$ cat src/rtl/rdp_pkg.sv
package rdp_pkg;
    localparam int unsigned RDP_AW = 16;
    localparam int unsigned RDP_DW = 32;

    typedef enum logic [1:0] {
        SZ_BYTE = 2'd0,
        SZ_HALF = 2'd1,
        SZ_WORD = 2'd2,
        SZ_WALT = 2'd3
    } acc_size_e;

    typedef enum logic {
        ST_IDLE = 1'b0,
        ST_XFER = 1'b1
    } seq_state_e;

    typedef enum logic [2:0] {
        SEL_ADDR_LO = 3'd0,
        SEL_ADDR_HI = 3'd1,
        SEL_CNT_LO  = 3'd2,
        SEL_CNT_HI  = 3'd3,
        SEL_PG_LO   = 3'd4,
        SEL_PG_HI   = 3'd5
    } reg_sel_e;

    typedef struct packed {
        logic [RDP_AW-1:0] base;
        logic [2:0]        nbytes;
        logic              wr;
        logic              ok;
        logic [RDP_DW-1:0] wdata;
    } xfer_t;

    function automatic logic [2:0] size_to_bytes(input logic [1:0] sz);
        case (acc_size_e'(sz))
            SZ_BYTE: return 3'd1;
            SZ_HALF: return 3'd2;
            default: return 3'd4;
        endcase
    endfunction

    function automatic logic addr_in_window(input logic [31:0] a,
                                            input int unsigned low_win,
                                            input int unsigned pstart,
                                            input int unsigned msize);
        return (a < low_win) || ((a >= pstart) && (a < msize));
    endfunction
endpackage

$ cat src/rtl/rdp_regs.sv
module rdp_regs
    import rdp_pkg::*;
#(
    parameter int unsigned AW = RDP_AW,
    parameter int unsigned PW = 8
) (
    input  logic          clk,
    input  logic          rst,
    input  logic          reg_wr,
    input  logic [2:0]    reg_sel,
    input  logic [7:0]    reg_wdata,
    input  logic          hold,
    input  logic          fin,
    input  logic [2:0]    step,
    input  logic          cmd_remote,
    input  logic          flag_clr,
    output logic [AW-1:0] rem_addr,
    output logic [AW-1:0] rem_cnt,
    output logic          flag
);
    localparam int unsigned OW = AW - PW;

    logic [PW-1:0] pg_start, pg_stop;
    logic [AW-1:0] ring_lo, ring_hi, addr_sum, addr_next, step_w;
    logic          exhaust, flag_set;

    assign ring_lo   = {pg_start, {OW{1'b0}}};
    assign ring_hi   = {pg_stop,  {OW{1'b0}}};
    assign step_w    = AW'(step);
    assign addr_sum  = rem_addr + step_w;
    assign addr_next = (addr_sum == ring_hi) ? ring_lo : addr_sum;
    assign exhaust   = (rem_cnt <= step_w);
    assign flag_set  = (fin && exhaust) || (cmd_remote && (rem_cnt == '0));

    always_ff @(posedge clk) begin
        if (rst) begin
            rem_addr <= '0;
            rem_cnt  <= '0;
            pg_start <= '0;
            pg_stop  <= '0;
        end else if (fin) begin
            rem_addr <= addr_next;
            rem_cnt  <= exhaust ? '0 : (rem_cnt - step_w);
        end else if (reg_wr && !hold) begin
            case (reg_sel_e'(reg_sel))
                SEL_ADDR_LO: rem_addr[7:0]    <= reg_wdata;
                SEL_ADDR_HI: rem_addr[AW-1:8] <= reg_wdata[AW-9:0];
                SEL_CNT_LO:  rem_cnt[7:0]     <= reg_wdata;
                SEL_CNT_HI:  rem_cnt[AW-1:8]  <= reg_wdata[AW-9:0];
                SEL_PG_LO:   pg_start         <= reg_wdata[PW-1:0];
                SEL_PG_HI:   pg_stop          <= reg_wdata[PW-1:0];
                default: ;
            endcase
        end
    end

    always_ff @(posedge clk) begin
        if (rst)           flag <= 1'b0;
        else if (flag_set) flag <= 1'b1;
        else if (flag_clr) flag <= 1'b0;
    end

    a_r1_addr_advance: assert property (@(posedge clk) disable iff (rst)
        fin |=> (rem_addr == AW'($past(rem_addr) + AW'($past(step)))) || (rem_addr == ring_lo));

    a_r2_exhaust_sets_flag: assert property (@(posedge clk) disable iff (rst)
        (fin && (rem_cnt <= AW'(step))) |=> (flag && (rem_cnt == '0)));

    a_r2_no_underflow: assert property (@(posedge clk) disable iff (rst)
        fin |=> (rem_cnt <= $past(rem_cnt)));

    a_r7_cmd_zero_count: assert property (@(posedge clk) disable iff (rst)
        (cmd_remote && (rem_cnt == '0)) |=> flag);

    a_r8_set_beats_clear: assert property (@(posedge clk) disable iff (rst)
        (flag_clr && fin && (rem_cnt <= AW'(step))) |=> flag);

    a_r10_busy_hold: assert property (@(posedge clk) disable iff (rst)
        (hold && !fin) |=> ($stable(rem_addr) && $stable(rem_cnt)));
endmodule

$ cat src/rtl/rdp_seq.sv
module rdp_seq
    import rdp_pkg::*;
#(
    parameter int unsigned AW         = RDP_AW,
    parameter int unsigned DW         = RDP_DW,
    parameter int unsigned RAW        = 10,
    parameter int unsigned LOW_WIN    = 32,
    parameter int unsigned PMEM_START = 512,
    parameter int unsigned MEM_SIZE   = 1024
) (
    input  logic           clk,
    input  logic           rst,
    input  logic           acc_req,
    input  logic           acc_write,
    input  logic [1:0]     acc_size,
    input  logic [DW-1:0]  acc_wdata,
    input  logic [AW-1:0]  rem_addr,
    input  logic           cnt_zero,
    input  logic [7:0]     ram_rdata,
    output logic           busy,
    output logic           fin,
    output logic [2:0]     step,
    output logic [DW-1:0]  acc_rdata,
    output logic           acc_done,
    output logic [RAW-1:0] ram_addr,
    output logic           ram_we,
    output logic [7:0]     ram_wdata
);
    seq_state_e    state;
    xfer_t         xf, xf_new;
    logic [1:0]    idx;
    logic [DW-1:0] rbuf, merged;
    logic [7:0]    byte_in;
    logic          accept, last;
    logic [2:0]    nb_req;
    logic [AW-1:0] base_req, cur_addr;

    assign nb_req   = size_to_bytes(acc_size);
    assign base_req = (nb_req == 3'd1) ? rem_addr : {rem_addr[AW-1:1], 1'b0};
    assign accept   = (state == ST_IDLE) && acc_req && !(acc_write && cnt_zero);

    always_comb begin
        xf_new.base   = base_req;
        xf_new.nbytes = nb_req;
        xf_new.wr     = acc_write;
        xf_new.ok     = addr_in_window(32'(base_req), LOW_WIN, PMEM_START, MEM_SIZE);
        xf_new.wdata  = acc_wdata;
    end

    assign busy      = (state == ST_XFER);
    assign last      = ({1'b0, idx} == (xf.nbytes - 3'd1));
    assign fin       = busy && last;
    assign step      = xf.nbytes;
    assign cur_addr  = xf.base + AW'(idx);
    assign ram_addr  = cur_addr[RAW-1:0];
    assign ram_we    = busy && xf.wr && xf.ok;
    assign ram_wdata = xf.wdata[{idx, 3'b000} +: 8];
    assign byte_in   = xf.ok ? ram_rdata : 8'hFF;

    always_comb begin
        merged = rbuf;
        merged[{idx, 3'b000} +: 8] = byte_in;
    end

    always_ff @(posedge clk) begin
        if (rst) begin
            state     <= ST_IDLE;
            xf        <= '0;
            idx       <= '0;
            rbuf      <= '0;
            acc_rdata <= '0;
            acc_done  <= 1'b0;
        end else begin
            acc_done <= fin;
            if (accept) begin
                state <= ST_XFER;
                xf    <= xf_new;
                idx   <= '0;
                rbuf  <= '0;
            end else if (busy) begin
                rbuf <= merged;
                idx  <= idx + 2'd1;
                if (last) begin
                    state <= ST_IDLE;
                    if (!xf.wr) acc_rdata <= merged;
                end
            end
        end
    end

    a_r3_zero_count_write: assert property (@(posedge clk) disable iff (rst)
        (!busy && acc_req && acc_write && cnt_zero) |=> !busy);

    a_r4_even_base: assert property (@(posedge clk) disable iff (rst)
        (busy && (xf.nbytes != 3'd1)) |-> (xf.base[0] == 1'b0));

    a_r5_we_only_in_write: assert property (@(posedge clk) disable iff (rst)
        ram_we |-> (busy && xf.wr));

    a_r9_index_bound: assert property (@(posedge clk) disable iff (rst)
        busy |-> ({1'b0, idx} < xf.nbytes));

    a_r9_done_pulse: assert property (@(posedge clk) disable iff (rst)
        fin |=> (acc_done && !busy));
endmodule

$ cat src/rtl/rdma_port_engine.sv
module rdma_port_engine
    import rdp_pkg::*;
#(
    parameter int unsigned AW         = RDP_AW,
    parameter int unsigned DW         = RDP_DW,
    parameter int unsigned PW         = 8,
    parameter int unsigned LOW_WIN    = 32,
    parameter int unsigned PMEM_START = 512,
    parameter int unsigned MEM_SIZE   = 1024,
    localparam int unsigned RAW       = $clog2(MEM_SIZE)
) (
    input  logic           clk,
    input  logic           rst,
    input  logic           reg_wr,
    input  logic [2:0]     reg_sel,
    input  logic [7:0]     reg_wdata,
    input  logic           cmd_remote,
    input  logic           irq_clr,
    input  logic           acc_req,
    input  logic           acc_write,
    input  logic [1:0]     acc_size,
    input  logic [DW-1:0]  acc_wdata,
    output logic           acc_busy,
    output logic           acc_done,
    output logic [DW-1:0]  acc_rdata,
    output logic [AW-1:0]  rem_addr,
    output logic [AW-1:0]  rem_count,
    output logic           dma_flag,
    output logic [RAW-1:0] ram_addr,
    output logic           ram_we,
    output logic [7:0]     ram_wdata,
    input  logic [7:0]     ram_rdata
);
    logic       fin;
    logic [2:0] step;

    rdp_regs #(.AW(AW), .PW(PW)) u_regs (
        .clk        (clk),
        .rst        (rst),
        .reg_wr     (reg_wr),
        .reg_sel    (reg_sel),
        .reg_wdata  (reg_wdata),
        .hold       (acc_busy),
        .fin        (fin),
        .step       (step),
        .cmd_remote (cmd_remote),
        .flag_clr   (irq_clr),
        .rem_addr   (rem_addr),
        .rem_cnt    (rem_count),
        .flag       (dma_flag)
    );

    rdp_seq #(
        .AW(AW), .DW(DW), .RAW(RAW), .LOW_WIN(LOW_WIN),
        .PMEM_START(PMEM_START), .MEM_SIZE(MEM_SIZE)
    ) u_seq (
        .clk       (clk),
        .rst       (rst),
        .acc_req   (acc_req),
        .acc_write (acc_write),
        .acc_size  (acc_size),
        .acc_wdata (acc_wdata),
        .rem_addr  (rem_addr),
        .cnt_zero  (rem_count == '0),
        .ram_rdata (ram_rdata),
        .busy      (acc_busy),
        .fin       (fin),
        .step      (step),
        .acc_rdata (acc_rdata),
        .acc_done  (acc_done),
        .ram_addr  (ram_addr),
        .ram_we    (ram_we),
        .ram_wdata (ram_wdata)
    );

    a_r9_no_done_while_busy: assert property (@(posedge clk) disable iff (rst)
        acc_done |-> !acc_busy);
endmodule

$ cat config.mk
export PLATFORM = sky130hd
export DESIGN_NAME = rdma_port_engine
export DESIGN_NICKNAME = d
export VERILOG_FILES = /design/src/rtl/rdp_pkg.sv /design/src/rtl/rdp_regs.sv /design/src/rtl/rdp_seq.sv /design/src/rtl/rdma_port_engine.sv
export SDC_FILE = /design/constraint.sdc
export NUM_CORES = 1
export LEC_CHECK = 0
export ABC_AREA = 1
export BUFFER_PORTS_ARGS = -buffer_cell sky130_fd_sc_hd__buf_2
export CAP_MARGIN = 20
export CORE_ASPECT_RATIO = 0.5
export CORE_MARGIN = 2
export CORE_UTILIZATION = 59
export DETAILED_ROUTE_END_ITERATION = 10
export PLACE_DENSITY = 0.84
export SLEW_MARGIN = 20
export SYNTH_ARGS = -nofsm -noshare
export SYNTH_HDL_FRONTEND = slang
export SYNTH_SLANG_ARGS = --single-unit
$ cat constraint.sdc
create_clock -name clk -period 8.1 [get_ports clk]
set_input_delay 2.025 -clock clk [delete_from_list [all_inputs] [get_ports clk]]
set_output_delay 2.025 -clock clk [all_outputs]
set_load 0.02 [all_outputs]
# Word-level counts from Yosys, hierarchy flattened
# Index checks and enable logic that the tools add are counted.
# W data, S select, Z words.
# op_classes
n_reduce_logical	31
magnitude_cmp	4
shifts	3
mux	19
n_eq_ne	9
n_bitwise	4
n_addsub	6
# ops
operator	n
$mux W16	6
$mux W8	5
$bwmux W32	1
$shift A8 B7 Y32 const A	1
$shiftx A32 B6 Y8	1
$shiftx A8 B7 Y32	1
$add A16 B3 Y16	1
$eq A16 B16 Y1	1
$ge A16 B10 Y1 const B	1
$le A16 B3 Y1	1
$logic_not A16 Y1	1
$lt A16 B11 Y1 const B	1
$lt A16 B6 Y1 const B	1
$sub A16 B3 Y16	1
$reduce_bool A2 Y1	6
$add A10 B2 Y10	1
$logic_and A1 B1 Y1	10
$reduce_and A2 Y1	4
$neg A5 Y7	1
$eq A3 B1 Y1 const B	2
$eq A3 B2 Y1 const B	2
$eq A3 B3 Y1 const B	2
$mux W1	6
$pmux W3 S2	1
other kinds (12)	18
# word_totals
word_cells	93
register_bits	164

# Longest topological paths before layout
# depth
depth_word	7
mapped_depth	16
mapped_depth_nobuf	16

# Cells and area by module
# A second synthesis with hierarchy kept.
# hier_totals
hier_cells	1379
hier_area_um2	8762.2
# by_module_without_submodules
module	n_inst	cells_per_inst	seq_area_each_um2	area_each_um2
rdp_seq	1	834	2302.2	5446.5
rdp_regs	1	518	980.9	3211.8
rdma_port_engine	1	27	0.0	103.8

# Least setup slack after synthesis
# OpenSTA, ideal clock, no wires.
# synth_path
path_kind	reg2out
from	register u_seq.idx[1]
to	output ram_addr[8]
slack_ns	3.890
path_stages_with_launch	7
arrival_time_ns	2.185
path_cell_list	dfxtp_1 -> clkbuf_1 -> inv_1 -> fa_1 -> nor4_1 -> nand2_1 -> xnor2_1
# synth_between
elab_chain_cells	1
# synth_lines
item	line_no	source
start: declaration	rdp_seq.sv:31	logic [1:0] idx;
start signal: assignment	rdp_seq.sv:82	idx <= idx + 2'd1;
$add A10 B2 Y10	rdp_seq.sv:54	assign cur_addr = xf.base + AW'(idx);
end: declaration	rdma_port_engine.sv:29	output logic [RAW-1:0] ram_addr,
# No other way between the ends.

# Worst setup path in the final report
# layout_path
from	register u_seq.idx[0]
to	output ram_addr[8]
# The elaborated chain is that of the path after synthesis.

==> results by stage <==
Outcome:
- The run finished with clean final reports.

Setup path:
- The maximum cell stage delay along the critical path is 980 ps.
- The critical path goes through ha_1 > inv_1 > fa_1 > nor4_1 > nand2_1 > xnor2_1 > buf_2.
- The slowest stage of the critical path belongs to the cell sky130_fd_sc_hd__dfxtp_1.
- Data on the critical path is required at its endpoint by 6080 ps.
- The endpoint identified for the worst register-to-register timing path is u_seq.acc_rdata[19]$_SDFFE_PP0P_.
- The worst setup path is launched from a flip-flop.
- The type of the worst setup path is flip-flop to output port.
- The largest fanout on the critical path is 31.
- The data arrival time at the worst-slack endpoint is 3120 ps.
- Across all register-to-register paths, the minimum setup slack is 4090 ps.
- The worst setup path is captured at an output port.
- For the worst flop-to-flop path, the logic depth is 11.
- The start of the worst register-to-register path is u_seq.idx[0]$_SDFFE_PP0P_.
- The launching instance or port of the critical path is u_seq.idx[0]$_SDFFE_PP0P_.
- The most critical setup path has its endpoint at ram_addr[8].

Timing:
- Setup repair after global routing left no endpoint under its margin.
- Of the available clock period, the critical path in the final layout requires 0.635.
- Clock skew on the completed layout was measured at 16.1 ps.
- Setup violations remaining at the end of the flow were counted as 0.
- The tightest slew margin relative to the limit is 0.294.
- Subtracting the final worst setup slack from the clock period gives 5150 ps.
- The final critical-path setup slack is 2950 ps.
- In the final timing run, aggregate negative setup slack is 0 ps.
- The actual slew at the worst max-slew pin is 1060 ps.
- The total count of hold-check failures in the final report was 0.
- The final count of pins violating max slew is 0.
- For this run, the top clock speed supported by timing is 0.194 GHz.

Drt:
- The aggregate routed wire length is 22900 microns.
- The final routed wire length divided by cell count is 15.4 microns.
- The detailed router placed 8412 vias in this run.
- For this run, the detailed router's first-pass iteration total came to 5.
- For this block, the initial DRC count from the detailed router was 810.
- The ratio of routed vias to standard cells is 5.67.
- The number of design rule violations left after detail routing is 0.
- The number of nets with antenna violations after detailed routing is 0.

Final layout:
- In the final design database the tool counted 1356 nets.
- The number of standard cells in the final layout excluding fillers is 1484.
- The growth of design area from synthesis to finish is 14.7%.
- 0 antenna diodes ended up in the layout.
- The share of final-layout standard cells stronger than drive strength 1 is 0.160.

Floorplan:
- The horizontal die dimension is 171 microns.
- The I/O pin total is 146.
- The die covers 15000 sq um.
- The die is 87.6 microns tall.
- The total area inside the core boundary comes to 13600 sq um.
- The effective utilization at floorplan is 0.606.
- The floorplan has 30 rows.

Min path:
- The path category of the worst min-delay check is flip-flop to flip-flop.

Synth:
- In the synthesized netlist the dominant register cell turns out to be sky130_fd_sc_hd__dfxtp_1.
- The synthesized net count is 1263.
- The number of synthesized flops with an enable pin is 0.
- Counting flops and latches in the post-synthesis netlist gives 164.
- In this run the cell area of the synthesized design comes to 8240 sq um.
- The proportion of netlist area held by the largest area contributor is 0.398.
- In the synthesized netlist, the number of instances is 1186.
- A synthesized cell averages 6.95 sq um.
- By area the synthesized netlist is led by sky130_fd_sc_hd__dfxtp_1 40%, sky130_fd_sc_hd__nor2_1 11%, sky130_fd_sc_hd__o21ai_0 8.7%.
- The fraction of synthesis flops using an asynchronous set or reset pin is 0.
- The dominant cell type by area after synthesis is sky130_fd_sc_hd__dfxtp_1.
- The proportion of synthesized chip area in sequential cells is 0.398.
- The warning count from the yosys run is 0.
- The unique cell type count in the Yosys netlist is 45.

Placement:
- The worst slack after detailed placement is 3410 ps.
- The detailed placer's ending HPWL is 15700 microns.
- At the end of routability-driven placement, the weighted congestion stood at 0.904.
- The placed instance count is 1452.
- Port buffering added 145 buffers.

Global routing:
- The initial antenna violation count was 0.
- Entering global routing, the biggest net connects 123 pins.
- In the global route stage, overall resource usage came out at 0.307.
- The first-pass GRT wire length is 37100 microns.
- The overflow left after global routing is 0.
- The number of global-route vias before repair is 7819.

Clocking:
- After clock tree synthesis, the flow added hold-fix buffers numbering 0.
- The root buffer selected by CTS is sky130_fd_sc_hd__clkbuf_16.
- The TritonCTS buffer count is 17.
- The CTS tree is done.
- The post-CTS setup buffer count is 0.
- The number of buffers on the longest clock path is 2.
- The maximum level of the CTS H-tree is 4.
- The count of clock tree sinks is 164.
- Clock-pin slew was measured on the worst setup and hold paths at 70 ps.
- The number of gates resized after CTS was 0.
- The clock latency at the later pin of the worst-skew pair is 430 ps.

Job:
- The tool flagged a number of max-cap violations equal to 0.

Power and ir drop:
- The areal power density over the cells is 220 nW/um^2.
- The leakage power is 4.32 nW.
- The worst IR drop on VDD is 0.162 mV.
[Yosys cell counts (2+ instances only)]
library cell / number
sky130_fd_sc_hd__nor2_1: 234
sky130_fd_sc_hd__dfxtp_1: 164
sky130_fd_sc_hd__o21ai_0: 144
sky130_fd_sc_hd__nand2_1: 135
sky130_fd_sc_hd__inv_1: 121
sky130_fd_sc_hd__a21oi_1: 74
sky130_fd_sc_hd__nand3_1: 69
sky130_fd_sc_hd__clkbuf_1: 50
sky130_fd_sc_hd__a211oi_1: 33
sky130_fd_sc_hd__o22ai_1: 32
sky130_fd_sc_hd__buf_4: 17
sky130_fd_sc_hd__a31oi_1: 15
sky130_fd_sc_hd__ha_1: 14
sky130_fd_sc_hd__xor2_1: 12
sky130_fd_sc_hd__buf_2: 7
sky130_fd_sc_hd__nand4_1: 6
sky130_fd_sc_hd__nor3_1: 5
sky130_fd_sc_hd__inv_2: 4
sky130_fd_sc_hd__nand2_2: 4
sky130_fd_sc_hd__nor4_1: 4
sky130_fd_sc_hd__o21ai_1: 4
sky130_fd_sc_hd__fa_1: 3
sky130_fd_sc_hd__nor2_2: 3
sky130_fd_sc_hd__xnor2_1: 3
sky130_fd_sc_hd__a41oi_1: 2
sky130_fd_sc_hd__buf_1: 2
sky130_fd_sc_hd__nand3_2: 2
sky130_fd_sc_hd__nor2_4: 2
sky130_fd_sc_hd__nor2_8: 2
sky130_fd_sc_hd__o211ai_1: 2
sky130_fd_sc_hd__o21bai_1: 2
sky130_fd_sc_hd__or2_2: 2
[power by group]
group	internal [mW]	leakage [nW]	switching, mW
Combinational	0.131	2.70	0.262
Clock	0.409	0.277	0.377
Sequential	0.860	1.34	0.0449
Total	1.40	4.32	0.683
[worst max-delay path, delay by kind of cell, from the launching register on]
| family | cells | cell delay (ps) |
|---|---|---|
| flops | 1 | 980 |
| fa+ha+maj | 2 | 740 |
| simple gates | 2 | 590 |
| buf+inv | 2 | 240 |
| xor+xnor | 1 | 150 |
[per-layer routing]
| layer | vias up | GRT usage | part of all wire |
|---|---|---|---|
| li1 | 4105 | - | - |
| met1 | 3915 | 0.406 | 0.44 |
| met2 | 333 | 0.522 | 0.47 |
| met3 | 59 | 0.0511 | 0.065 |
| met4 | 0 | 0.101 | 0.021 |
| met5 | - | 0 | 0 |
[stage by stage]
step	total power, mW	area, sq um	hold WS (ps)	util
floorplan	1.20	8240	430	-
global placement	1.29	8890	441	0.654
detailed placement	1.30	8890	449	0.654
CTS	2.08	9450	462	0.696
global route	2.17	9450	478	0.696
finish	2.08	9450	464	0.696
[kinds of logic (layout without fill, tap and decap cells)]
| logic type | count (synthesis) | after routing | share of synthesized area |
|---|---|---|---|
| adder cells (fa/ha/maj) | 17 | 17 | 0.0286 |
| AND/OR/NAND/NOR | 471 | 471 | 0.241 |
| AO/OA/AOI/OAI | 316 | 316 | 0.215 |
| XOR/XNOR | 15 | 15 | 0.0159 |
| buffers and inverters | 203 | 309 | 0.101 |
| flip-flops | 164 | 164 | 0.398 |
[registers in the layout, indices dropped and copies added, names as in the netlist]
| signal | cells |
|---|---|
| u_regs.pg_start | 8 |
| u_seq.idx | 2 |
| u_seq.xf | 44 |
| u_seq.acc_rdata | 32 |
| u_seq.busy | 1 |
| u_seq.acc_done | 1 |
| u_regs.pg_stop | 8 |
| u_regs.rem_addr | 16 |
| u_regs.rem_cnt | 16 |
| u_seq.step | 3 |
| u_regs.flag | 1 |
| u_seq.rbuf | 32 |
[final cells by class]
cell class,count,area (sq um)
timing repair buffer,151,771
fill,1159,4130
clock inverter,14,135
tap,192,240
multi-input combinational,819,4120
clock buffer,18,429
sequential,164,3280
inverter,126,473
[worst min-delay path by stage]
| stage | depth (start not counted) | endpoint | slack, ps | startpoint |
|---|---|---|---|---|
| floorplan | 2 | u_regs.pg_start[0]$_SDFFE_PP0P_ | 430 | u_regs.pg_start[0]$_SDFFE_PP0P_ |
| global placement | 2 | u_regs.pg_start[4]$_SDFFE_PP0P_ | 440 | u_regs.pg_start[4]$_SDFFE_PP0P_ |
| detailed placement | 2 | u_regs.pg_start[3]$_SDFFE_PP0P_ | 450 | u_regs.pg_start[3]$_SDFFE_PP0P_ |
| CTS | 2 | u_regs.pg_start[3]$_SDFFE_PP0P_ | 460 | u_regs.pg_start[3]$_SDFFE_PP0P_ |
| global route | 2 | u_regs.pg_start[3]$_SDFFE_PP0P_ | 480 | u_regs.pg_start[3]$_SDFFE_PP0P_ |
| finish | 2 | u_regs.pg_start[3]$_SDFFE_PP0P_ | 460 | u_regs.pg_start[3]$_SDFFE_PP0P_ |
[cell usage in the layout (no fill, tap or decap), drive strengths merged, types with 2 or more instances in the layout]
cell type / instances
o211ai: 2
a41oi: 2
xor2: 12
or2: 2
buf: 151
inv: 135
o22ai: 32
nor2: 241
nor4: 4
a31oi: 15
nand4: 6
dfxtp: 164
fa: 3
ha: 14
clkinv: 4
nand2: 140
a211oi: 34
xnor2: 3
clkbuf: 18
nor3: 5
nand3: 71
a21oi: 75
o21bai: 2
o21ai: 149
Note: power is estimated with default switching activity, not from simulation.
